==> src/rtl/gpio_pkg.sv <==
package gpio_pkg;
  localparam int unsigned NPIN = 16;
  localparam int unsigned AFW  = 4;
  localparam int unsigned NAF  = 1 << AFW;

  typedef enum logic [1:0] {
    PM_IN  = 2'b00,
    PM_OUT = 2'b01,
    PM_ALT = 2'b10,
    PM_ANA = 2'b11
  } pin_mode_e;

  localparam logic [5:0] W_MODE  = 6'h00;
  localparam logic [5:0] W_OTYPE = 6'h01;
  localparam logic [5:0] W_SPEED = 6'h02;
  localparam logic [5:0] W_PULL  = 6'h03;
  localparam logic [5:0] W_IDR   = 6'h04;
  localparam logic [5:0] W_ODR   = 6'h05;
  localparam logic [5:0] W_BSR   = 6'h06;
  localparam logic [5:0] W_LOCK  = 6'h07;
  localparam logic [5:0] W_AFLO  = 6'h08;
  localparam logic [5:0] W_AFHI  = 6'h09;
  localparam logic [5:0] W_CLR   = 6'h0A;

  // byte strobes expanded to a bit mask
  function automatic logic [31:0] lane_bits(input logic [3:0] be);
    logic [31:0] m;
    for (int b = 0; b < 4; b++) m[8*b +: 8] = {8{be[b]}};
    return m;
  endfunction

  // per-bit freeze mask for a register holding fields of width fw, first pin "first"
  function automatic logic [31:0] spread_lock(input logic [15:0] lk, input int fw, input int first);
    logic [31:0] m;
    for (int k = 0; k < 32; k++) begin
      int idx;
      idx = first + k / fw;
      m[k] = (idx < 16) ? lk[idx[3:0]] : 1'b1;
    end
    return m;
  endfunction

  function automatic logic [31:0] merge_write(input logic [31:0] old, input logic [31:0] wd,
                                             input logic [3:0] be, input logic [31:0] frozen);
    logic [31:0] en;
    en = lane_bits(be) & ~frozen;
    return (old & ~en) | (wd & en);
  endfunction
endpackage

==> src/rtl/gpio_cfg_regs.sv <==
module gpio_cfg_regs
  import gpio_pkg::*;
(
  input  logic        clk,
  input  logic        rst_n,
  input  logic        wr_en,
  input  logic [5:0]  wr_word,
  input  logic [31:0] wdata,
  input  logic [3:0]  be,
  input  logic [15:0] lock_mask,
  output logic [31:0] mode_q,
  output logic [15:0] otype_q,
  output logic [31:0] speed_q,
  output logic [31:0] pull_q,
  output logic [31:0] af_lo_q,
  output logic [31:0] af_hi_q
);
  logic [31:0] frz2, frz_lo, frz_hi, lanes;
  logic [15:0] otype_en;

  assign frz2     = spread_lock(lock_mask, 2, 0);
  assign frz_lo   = spread_lock(lock_mask, AFW, 0);
  assign frz_hi   = spread_lock(lock_mask, AFW, NPIN / 2);
  assign lanes    = lane_bits(be);
  assign otype_en = lanes[15:0] & ~lock_mask;

  always_ff @(posedge clk or negedge rst_n) begin
    if (!rst_n) begin
      mode_q  <= '1;
      otype_q <= '0;
      speed_q <= '0;
      pull_q  <= '0;
      af_lo_q <= '0;
      af_hi_q <= '0;
    end else if (wr_en) begin
      case (wr_word)
        W_MODE:  mode_q  <= merge_write(mode_q, wdata, be, frz2);
        W_OTYPE: otype_q <= (otype_q & ~otype_en) | (wdata[15:0] & otype_en);
        W_SPEED: speed_q <= merge_write(speed_q, wdata, be, frz2);
        W_PULL:  pull_q  <= merge_write(pull_q, wdata, be, frz2);
        W_AFLO:  af_lo_q <= merge_write(af_lo_q, wdata, be, frz_lo);
        W_AFHI:  af_hi_q <= merge_write(af_hi_q, wdata, be, frz_hi);
        default: ;
      endcase
    end
  end

  for (genvar p = 0; p < NPIN; p++) begin : g_lock_chk
    logic [AFW-1:0] af_field;
    if (p < NPIN / 2) begin : g_lo
      assign af_field = af_lo_q[AFW*p +: AFW];
    end else begin : g_hi
      assign af_field = af_hi_q[AFW*(p - NPIN/2) +: AFW];
    end
    assert_lock_hold_R7: assert property (@(posedge clk) disable iff (!rst_n)
      lock_mask[p] |=> ($stable(mode_q[2*p +: 2]) && $stable(otype_q[p]) &&
                        $stable(speed_q[2*p +: 2]) && $stable(pull_q[2*p +: 2]) &&
                        $stable(af_field)));
  end
endmodule

==> src/rtl/gpio_data_regs.sv <==
module gpio_data_regs
  import gpio_pkg::*;
(
  input  logic        clk,
  input  logic        rst_n,
  input  logic        wr_en,
  input  logic [5:0]  wr_word,
  input  logic [31:0] wdata,
  input  logic [3:0]  be,
  input  logic [15:0] pin_in,
  input  logic [15:0] analog_mask,
  output logic [15:0] odr_q,
  output logic [15:0] idr_q
);
  logic [31:0] lanes, strobed;
  logic        bsr_fire, clr_fire, odr_fire;
  logic [15:0] set_vec, clr_vec;

  assign lanes    = lane_bits(be);
  assign strobed  = wdata & lanes;
  assign bsr_fire = wr_en && (wr_word == W_BSR);
  assign clr_fire = wr_en && (wr_word == W_CLR);
  assign odr_fire = wr_en && (wr_word == W_ODR);
  assign set_vec  = bsr_fire ? strobed[15:0] : '0;
  assign clr_vec  = bsr_fire ? strobed[31:16] : (clr_fire ? strobed[15:0] : '0);

  always_ff @(posedge clk or negedge rst_n) begin
    if (!rst_n) begin
      odr_q <= '0;
      idr_q <= '0;
    end else begin
      if (odr_fire) odr_q <= (odr_q & ~lanes[15:0]) | (wdata[15:0] & lanes[15:0]);
      else          odr_q <= (odr_q & ~clr_vec) | set_vec;
      idr_q <= pin_in & ~analog_mask;
    end
  end

  assert_set_wins_R3: assert property (@(posedge clk) disable iff (!rst_n)
    bsr_fire |=> ((odr_q & $past(set_vec)) == $past(set_vec)));
  assert_clear_R4: assert property (@(posedge clk) disable iff (!rst_n)
    (bsr_fire || clr_fire) |=> ((odr_q & $past(clr_vec & ~set_vec)) == 16'h0));
  assert_sample_R6: assert property (@(posedge clk) disable iff (!rst_n)
    1'b1 |=> (idr_q == $past(pin_in & ~analog_mask)));
endmodule

==> src/rtl/gpio_pin_mux.sv <==
module gpio_pin_mux
  import gpio_pkg::*;
(
  input  logic                clk,
  input  logic                rst_n,
  input  logic [31:0]         mode_q,
  input  logic [15:0]         otype_q,
  input  logic [31:0]         pull_q,
  input  logic [31:0]         af_lo_q,
  input  logic [31:0]         af_hi_q,
  input  logic [15:0]         odr_q,
  input  logic [NPIN*NAF-1:0] af_out,
  input  logic [NPIN*NAF-1:0] af_oe,
  output logic [15:0]         pin_out,
  output logic [15:0]         pin_oe,
  output logic [15:0]         pin_od,
  output logic [15:0]         pin_pu,
  output logic [15:0]         pin_pd,
  output logic [15:0]         analog_mask
);
  logic [15:0] out_mode_vec, alt_mode_vec;

  for (genvar p = 0; p < NPIN; p++) begin : g_pin
    pin_mode_e      md;
    logic [AFW-1:0] sel;
    logic [NAF-1:0] fo, fe;
    logic           alt_o, alt_e, val, req;

    assign md = pin_mode_e'(mode_q[2*p +: 2]);
    if (p < NPIN / 2) begin : g_lo
      assign sel = af_lo_q[AFW*p +: AFW];
    end else begin : g_hi
      assign sel = af_hi_q[AFW*(p - NPIN/2) +: AFW];
    end
    assign fo    = af_out[NAF*p +: NAF];
    assign fe    = af_oe[NAF*p +: NAF];
    assign alt_o = fo[sel];
    assign alt_e = fe[sel];
    assign val   = (md == PM_ALT) ? alt_o : odr_q[p];
    assign req   = (md == PM_OUT) || ((md == PM_ALT) && alt_e);

    assign pin_out[p]      = val;
    assign pin_od[p]       = otype_q[p];
    assign pin_oe[p]       = req && !(otype_q[p] && val);
    assign pin_pu[p]       = (pull_q[2*p +: 2] == 2'b01);
    assign pin_pd[p]       = (pull_q[2*p +: 2] == 2'b10);
    assign analog_mask[p]  = (md == PM_ANA);
    assign out_mode_vec[p] = (mode_q[2*p +: 2] == 2'b01);
    assign alt_mode_vec[p] = (mode_q[2*p +: 2] == 2'b10);
  end

  assert_oe_mode_R8: assert property (@(posedge clk) disable iff (!rst_n)
    (pin_oe & ~(out_mode_vec | alt_mode_vec)) == 16'h0);
  assert_od_high_R9: assert property (@(posedge clk) disable iff (!rst_n)
    (pin_oe & pin_od & pin_out) == 16'h0);
  assert_pull_excl_R10: assert property (@(posedge clk) disable iff (!rst_n)
    (pin_pu & pin_pd) == 16'h0);
endmodule

==> src/rtl/gpio_port_regs.sv <==
module gpio_port_regs
  import gpio_pkg::*;
(
  input  logic                clk,
  input  logic                rst_n,
  input  logic                bus_sel,
  input  logic                bus_we,
  input  logic [5:0]          bus_word,
  input  logic [3:0]          bus_be,
  input  logic [31:0]         bus_wdata,
  output logic [31:0]         bus_rdata,
  input  logic [15:0]         lock_mask,
  input  logic [15:0]         pin_in,
  input  logic [NPIN*NAF-1:0] af_out,
  input  logic [NPIN*NAF-1:0] af_oe,
  output logic [15:0]         pin_out,
  output logic [15:0]         pin_oe,
  output logic [15:0]         pin_od,
  output logic [15:0]         pin_pu,
  output logic [15:0]         pin_pd,
  output logic [31:0]         pin_mode,
  output logic [31:0]         pin_speed
);
  logic        wr_en;
  logic [31:0] mode_q, speed_q, pull_q, af_lo_q, af_hi_q;
  logic [15:0] otype_q, odr_q, idr_q, analog_mask;

  assign wr_en = bus_sel && bus_we;

  gpio_cfg_regs u_cfg (
    .clk(clk), .rst_n(rst_n), .wr_en(wr_en), .wr_word(bus_word), .wdata(bus_wdata),
    .be(bus_be), .lock_mask(lock_mask), .mode_q(mode_q), .otype_q(otype_q),
    .speed_q(speed_q), .pull_q(pull_q), .af_lo_q(af_lo_q), .af_hi_q(af_hi_q)
  );

  gpio_data_regs u_data (
    .clk(clk), .rst_n(rst_n), .wr_en(wr_en), .wr_word(bus_word), .wdata(bus_wdata),
    .be(bus_be), .pin_in(pin_in), .analog_mask(analog_mask), .odr_q(odr_q), .idr_q(idr_q)
  );

  gpio_pin_mux u_mux (
    .clk(clk), .rst_n(rst_n), .mode_q(mode_q), .otype_q(otype_q), .pull_q(pull_q),
    .af_lo_q(af_lo_q), .af_hi_q(af_hi_q), .odr_q(odr_q), .af_out(af_out), .af_oe(af_oe),
    .pin_out(pin_out), .pin_oe(pin_oe), .pin_od(pin_od), .pin_pu(pin_pu), .pin_pd(pin_pd),
    .analog_mask(analog_mask)
  );

  assign pin_mode  = mode_q;
  assign pin_speed = speed_q;

  always_comb begin
    bus_rdata = '0;
    if (bus_sel && !bus_we) begin
      case (bus_word)
        W_MODE:  bus_rdata = mode_q;
        W_OTYPE: bus_rdata = {16'h0, otype_q};
        W_SPEED: bus_rdata = speed_q;
        W_PULL:  bus_rdata = pull_q;
        W_IDR:   bus_rdata = {16'h0, idr_q};
        W_ODR:   bus_rdata = {16'h0, odr_q};
        W_LOCK:  bus_rdata = {16'h0, lock_mask};
        W_AFLO:  bus_rdata = af_lo_q;
        W_AFHI:  bus_rdata = af_hi_q;
        default: bus_rdata = '0;
      endcase
    end
  end

  assert_wo_zero_R5: assert property (@(posedge clk) disable iff (!rst_n)
    (bus_sel && !bus_we && (bus_word == W_BSR || bus_word == W_CLR)) |-> (bus_rdata == 32'h0));
endmodule

==> config.mk <==
export PLATFORM = sky130hd
export DESIGN_NAME = gpio_port_regs
export DESIGN_NICKNAME = d
export VERILOG_FILES = /design/src/rtl/gpio_pkg.sv /design/src/rtl/gpio_cfg_regs.sv /design/src/rtl/gpio_data_regs.sv /design/src/rtl/gpio_pin_mux.sv /design/src/rtl/gpio_port_regs.sv
export SDC_FILE = /design/constraint.sdc
export NUM_CORES = 1
export LEC_CHECK = 0
export BUFFER_PORTS_ARGS = -buffer_cell sky130_fd_sc_hd__buf_2
export CAP_MARGIN = 20
export CORE_AREA = 3 3 295 297
export DETAILED_ROUTE_END_ITERATION = 16
export DIE_AREA = 0 0 298 300
export SKIP_LAST_GASP = 1
export SYNTH_ARGS = -nofsm -noshare
export SYNTH_HDL_FRONTEND = slang
export SYNTH_SLANG_ARGS = --single-unit
==> constraint.sdc <==
create_clock -name clk -period 5.9 [get_ports clk]
set_input_delay 0.59 -clock clk [delete_from_list [all_inputs] [get_ports clk]]
set_output_delay 0.59 -clock clk [all_outputs]
set_load 0.01 [all_outputs]
==> impl_metrics.xml <==
<?xml version="1.0" encoding="UTF-8"?>
<metrics>
  <group name="routing">
    <metric name="vias_per_cell" unit="">4.72</metric>
    <metric name="finalWirelength" unit="mm">88.3</metric>
    <metric name="drt_iter0_markers" unit="">1248</metric>
    <metric name="count_of_vias_placed_by_the_detailed_router" unit="">15600</metric>
    <metric name="detail_route.first_pass.iterations" unit="">6</metric>
    <metric name="drc" unit="">0</metric>
    <metric name="routed_wire_length_per_instance" unit="um">26.8</metric>
    <metric name="final_antenna_net_count" unit="">0</metric>
  </group>
  <group name="critical_path">
    <metric name="cell_type_group_with_the_largest_total_delay_on_the_critical_path" unit="">simple AND/OR/NAND/NOR gates</metric>
    <metric name="critical_path_cell_by_cell" unit="">buf_2 &gt; nor4_4 &gt; buf_4 &gt; and2_2 &gt; a22oi_1 &gt; a31oi_1 &gt; buf_2</metric>
    <metric name="reg2reg_setup_slack" unit="ns">4.57</metric>
    <metric name="path_buf_inv" unit="">3</metric>
    <metric name="cp.arrival" unit="ns">3.54</metric>
    <metric name="crit_path_slowest_cell" unit="">sky130_fd_sc_hd__nor4_4</metric>
    <metric name="critPathKind" unit="">primary input to primary output</metric>
    <metric name="cpPeakStageDelay" unit="ns">0.93</metric>
    <metric name="timing.reg2reg.worst_path_depth" unit="">1</metric>
    <metric name="setup.worst_path.end_class" unit="">primary output</metric>
    <metric name="required" unit="ns">5.31</metric>
    <metric name="crit_path_start_kind" unit="">primary input</metric>
    <metric name="cp_common_cell" unit="">sky130_fd_sc_hd__buf_2</metric>
    <metric name="cp_max_fo" unit="">26</metric>
  </group>
  <group name="synthesis">
    <metric name="asyncSetResetFlopFracSynth" unit="%">100</metric>
    <metric name="yosysSeqAreaShare" unit="%">32.6</metric>
    <metric name="syn-mean-instance-area" unit="sq um">11.1</metric>
    <metric name="synth_fp_nets" unit="">2037</metric>
    <metric name="synth_cell_type_count" unit="">50</metric>
    <metric name="leading_cell_types_by_total_area_after_synthesis" unit="">sky130_fd_sc_hd__dfrtp_1 (27%), sky130_fd_sc_hd__mux2_2 (14%), sky130_fd_sc_hd__mux2i_1 (11%), sky130_fd_sc_hd__mux4_2 (7.0%), sky130_fd_sc_hd__dfstp_2 (5.2%)</metric>
    <metric name="mappedNetlistArea" unit="sq mm">0.0161</metric>
    <metric name="synth_seq_cells" unit="">208</metric>
    <metric name="most_instantiated_cells_after_synthesis" unit="">sky130_fd_sc_hd__mux2_2 (205), sky130_fd_sc_hd__mux2i_1 (182), sky130_fd_sc_hd__dfrtp_1 (176)</metric>
    <metric name="post_synthesis_cells" unit="">1447</metric>
    <metric name="yosysWarningCount" unit="">0</metric>
    <metric name="synth_enable_flop_cells" unit="">0</metric>
    <metric name="ys.flop_type" unit="">sky130_fd_sc_hd__dfrtp_1</metric>
    <metric name="most_common_cell_in_the_netlist" unit="">sky130_fd_sc_hd__mux2_2</metric>
    <metric name="netlist.area_leader.share" unit="%">27.4</metric>
    <metric name="post-synth-top-area-cell" unit="">sky130_fd_sc_hd__dfrtp_1</metric>
  </group>
  <group name="cts">
    <metric name="cts_root_buf" unit="">sky130_fd_sc_hd__clkbuf_16</metric>
    <metric name="clk_latency" unit="ns">0.57</metric>
    <metric name="clk_path_buf_depth" unit="">3</metric>
    <metric name="h-tree-depth" unit="">1</metric>
    <metric name="cts_made_buffers" unit="">27</metric>
    <metric name="holdBufCountCts" unit="">0</metric>
    <metric name="post_cts.repair.setup_buffers" unit="">0</metric>
    <metric name="clk_transition_reported_paths" unit="ns">0.06</metric>
    <metric name="cts_resized" unit="">0</metric>
    <metric name="cts.sink_count" unit="">208</metric>
    <metric name="tritoncts" unit="">yes</metric>
  </group>
  <group name="place">
    <metric name="place_hpwl" unit="mm">70.9</metric>
    <metric name="detailed_place.area" unit="sq mm">0.0206</metric>
    <metric name="numPortBuffers" unit="">765</metric>
    <metric name="globalplace.congestion" unit="">0.835</metric>
  </group>
  <group name="run_status">
    <metric name="failed_checks" unit="">hold timing</metric>
    <metric name="run_status" unit="">finished, violations left</metric>
  </group>
  <group name="sta">
    <metric name="max-slew-margin-rel" unit="%">22.5</metric>
    <metric name="rsz0062_at_grt" unit="">false</metric>
    <metric name="finalSetupViolCount" unit="">0</metric>
    <metric name="timing.clock.skew" unit="ns">0.0140</metric>
    <metric name="final-hold-violation-count" unit="">6</metric>
    <metric name="setup-tns-final" unit="ns">0</metric>
    <metric name="finalWorstPathRequiredPeriod" unit="ns">4.13</metric>
    <metric name="max_freq" unit="MHz">242</metric>
    <metric name="maxSlewViolCount" unit="">0</metric>
    <metric name="hold_slack" unit="ns">-0.0375</metric>
    <metric name="tightestPinTransition" unit="ns">1.16</metric>
    <metric name="timing.final.crit_share" unit="%">69.9</metric>
  </group>
  <group name="power">
    <metric name="irDropWorstVdd" unit="mV">0.227</metric>
    <metric name="sw_frac_of_total" unit="%">29.2</metric>
    <metric name="sequential_group_share_of_total_power" unit="%">40.0</metric>
    <metric name="clock_power_share" unit="%">42.6</metric>
    <metric name="p_int" unit="mW">2.82</metric>
    <metric name="pwr-share-comb" unit="%">17.4</metric>
    <metric name="p_leak" unit="nW">9.61</metric>
    <metric name="switching_power" unit="mW">1.16</metric>
    <metric name="powerDensity" unit="mW/mm^2">185</metric>
  </group>
  <group name="global_route">
    <metric name="grt_first_pass_wirelength" unit="mm">120</metric>
    <metric name="antenna_found_initial" unit="">20</metric>
    <metric name="global_route.overflow_total" unit="">0</metric>
    <metric name="globalRouteTotalUtil" unit="%">18.7</metric>
    <metric name="grt_start_max_net_pins" unit="">127</metric>
    <metric name="first_global_vias" unit="">15500</metric>
  </group>
  <group name="floorplanning">
    <metric name="floorplan_die_area" unit="sq mm">0.0894</metric>
    <metric name="core_area" unit="sq mm">0.0849</metric>
    <metric name="row_count" unit="">107</metric>
    <metric name="die_h" unit="um">300</metric>
    <metric name="die-width" unit="um">298</metric>
    <metric name="io_pins" unit="">766</metric>
    <metric name="initial_core_utilization" unit="%">19.0</metric>
  </group>
  <group name="finish">
    <metric name="fraction_of_final_layout_cells_sized_beyond_drive_strength_1" unit="%">52.7</metric>
    <metric name="area_growth_syn_to_layout" unit="%">33.9</metric>
    <metric name="final_design_area_no_fill" unit="sq mm">0.0215</metric>
    <metric name="fill_cells" unit="">9195</metric>
    <metric name="finalNetCount" unit="">2713</metric>
  </group>
  <group name="worst_hold_path">
    <metric name="min-delay-path-class" unit="">primary input to async pin</metric>
  </group>
  <group name="run">
    <metric name="max_cap_viol_count" unit="">0</metric>
  </group>
</metrics>
[stage by stage]
stage | std cells | hold WS (ns) | total power, mW | setup slack (ns) | util [%]
detailed placement | 3237 | 0.525 | 2.32 | 1.69 | 24.3
finish | 3299 | -0.0375 | 3.98 | 1.77 | 25.4
CTS | 3287 | 0.0322 | 4.04 | 1.69 | 25.3
global route | 3288 | 0.0218 | 4.15 | 1.68 | 25.3
floorplan | 1447 | 0.294 | 1.89 | 3.39 | -
global placement | 3236 | 0.517 | 2.31 | 1.61 | 24.2
[power by group through the flow]
stage	clock network, mW	logic [mW]	registers [mW]
2_1_floorplan	0	0.345	1.54
3_3_place_gp	0	0.690	1.62
3_5_place_dp	0	0.699	1.62
4_1_cts	1.74	0.701	1.60
5_1_grt	1.80	0.752	1.60
6_report	1.70	0.692	1.59
[per-layer routing]
layer / GRT usage [%] / up-vias / share of wire (%)
li1: - / 6946 / -
met3: 4.87 / 93 / 7.9
met4: 3.87 / 12 / 1.9
met2: 32.7 / 722 / 50
met5: 0 / - / 0.078
met1: 23.1 / 7783 / 40
[area by class of cell]
cell class                 count  area (sq um)  area share, %
clock buffer                  34           742           3.44
multi-input combinational   1070          9810           45.5
inverter                      39           146          0.680
tap                         1144          1430           6.64
timing repair buffer         777          3980           18.5
antenna                       11          27.5          0.128
sequential                   208          5250           24.3
clock inverter                16           160          0.743
[worst max path at each step]
stage	end	depth (start not counted)	start	slack [ns]
finish	bus_rdata[0]	7	bus_word[2]	1.77
global route	bus_rdata[2]	7	bus_word[2]	1.68
CTS	bus_rdata[2]	7	bus_word[2]	1.69
detailed placement	bus_rdata[2]	7	bus_word[2]	1.69
global placement	bus_rdata[4]	7	bus_word[2]	1.61
floorplan	bus_rdata[29]	6	bus_word[0]	3.39
[cells by family (layout without fill, tap and decap cells)]
logic type / Yosys count / count (layout) / synth area share (%)
flip-flops: 208 / 208 / 32.6
AO/OA/AOI/OAI: 246 / 246 / 12.6
other: 0 / 11 / 0
multiplexers: 467 / 467 / 36.6
AND/OR/NAND/NOR: 356 / 356 / 11.5
XOR/XNOR: 1 / 1 / 0.0544
buffers and inverters: 169 / 866 / 6.63
[layout by cell type (no fill, tap or decap), types with 11 or more instances in the layout]
cell                        count
sky130_fd_sc_hd__buf_2        764
sky130_fd_sc_hd__mux2_2       205
sky130_fd_sc_hd__mux2i_1      182
sky130_fd_sc_hd__dfrtp_1      176
sky130_fd_sc_hd__nor2_1       118
sky130_fd_sc_hd__nand2_1       71
sky130_fd_sc_hd__nor2b_1       66
sky130_fd_sc_hd__a22oi_1       66
sky130_fd_sc_hd__mux4_2        50
sky130_fd_sc_hd__a222oi_1      44
sky130_fd_sc_hd__inv_1         39
sky130_fd_sc_hd__nand2b_1      36
sky130_fd_sc_hd__dfstp_2       32
sky130_fd_sc_hd__a32oi_1       29
sky130_fd_sc_hd__clkbuf_16     27
sky130_fd_sc_hd__mux4_1        20
sky130_fd_sc_hd__a21boi_0      16
sky130_fd_sc_hd__o2bb2ai_1     16
sky130_fd_sc_hd__a41o_1        16
sky130_fd_sc_hd__a31oi_1       15
sky130_fd_sc_hd__nand3b_1      14
sky130_fd_sc_hd__a21oi_1       13
sky130_fd_sc_hd__diode_2       11
sky130_fd_sc_hd__a2bb2oi_1     11
Note: power is estimated with default switching activity, not from simulation.
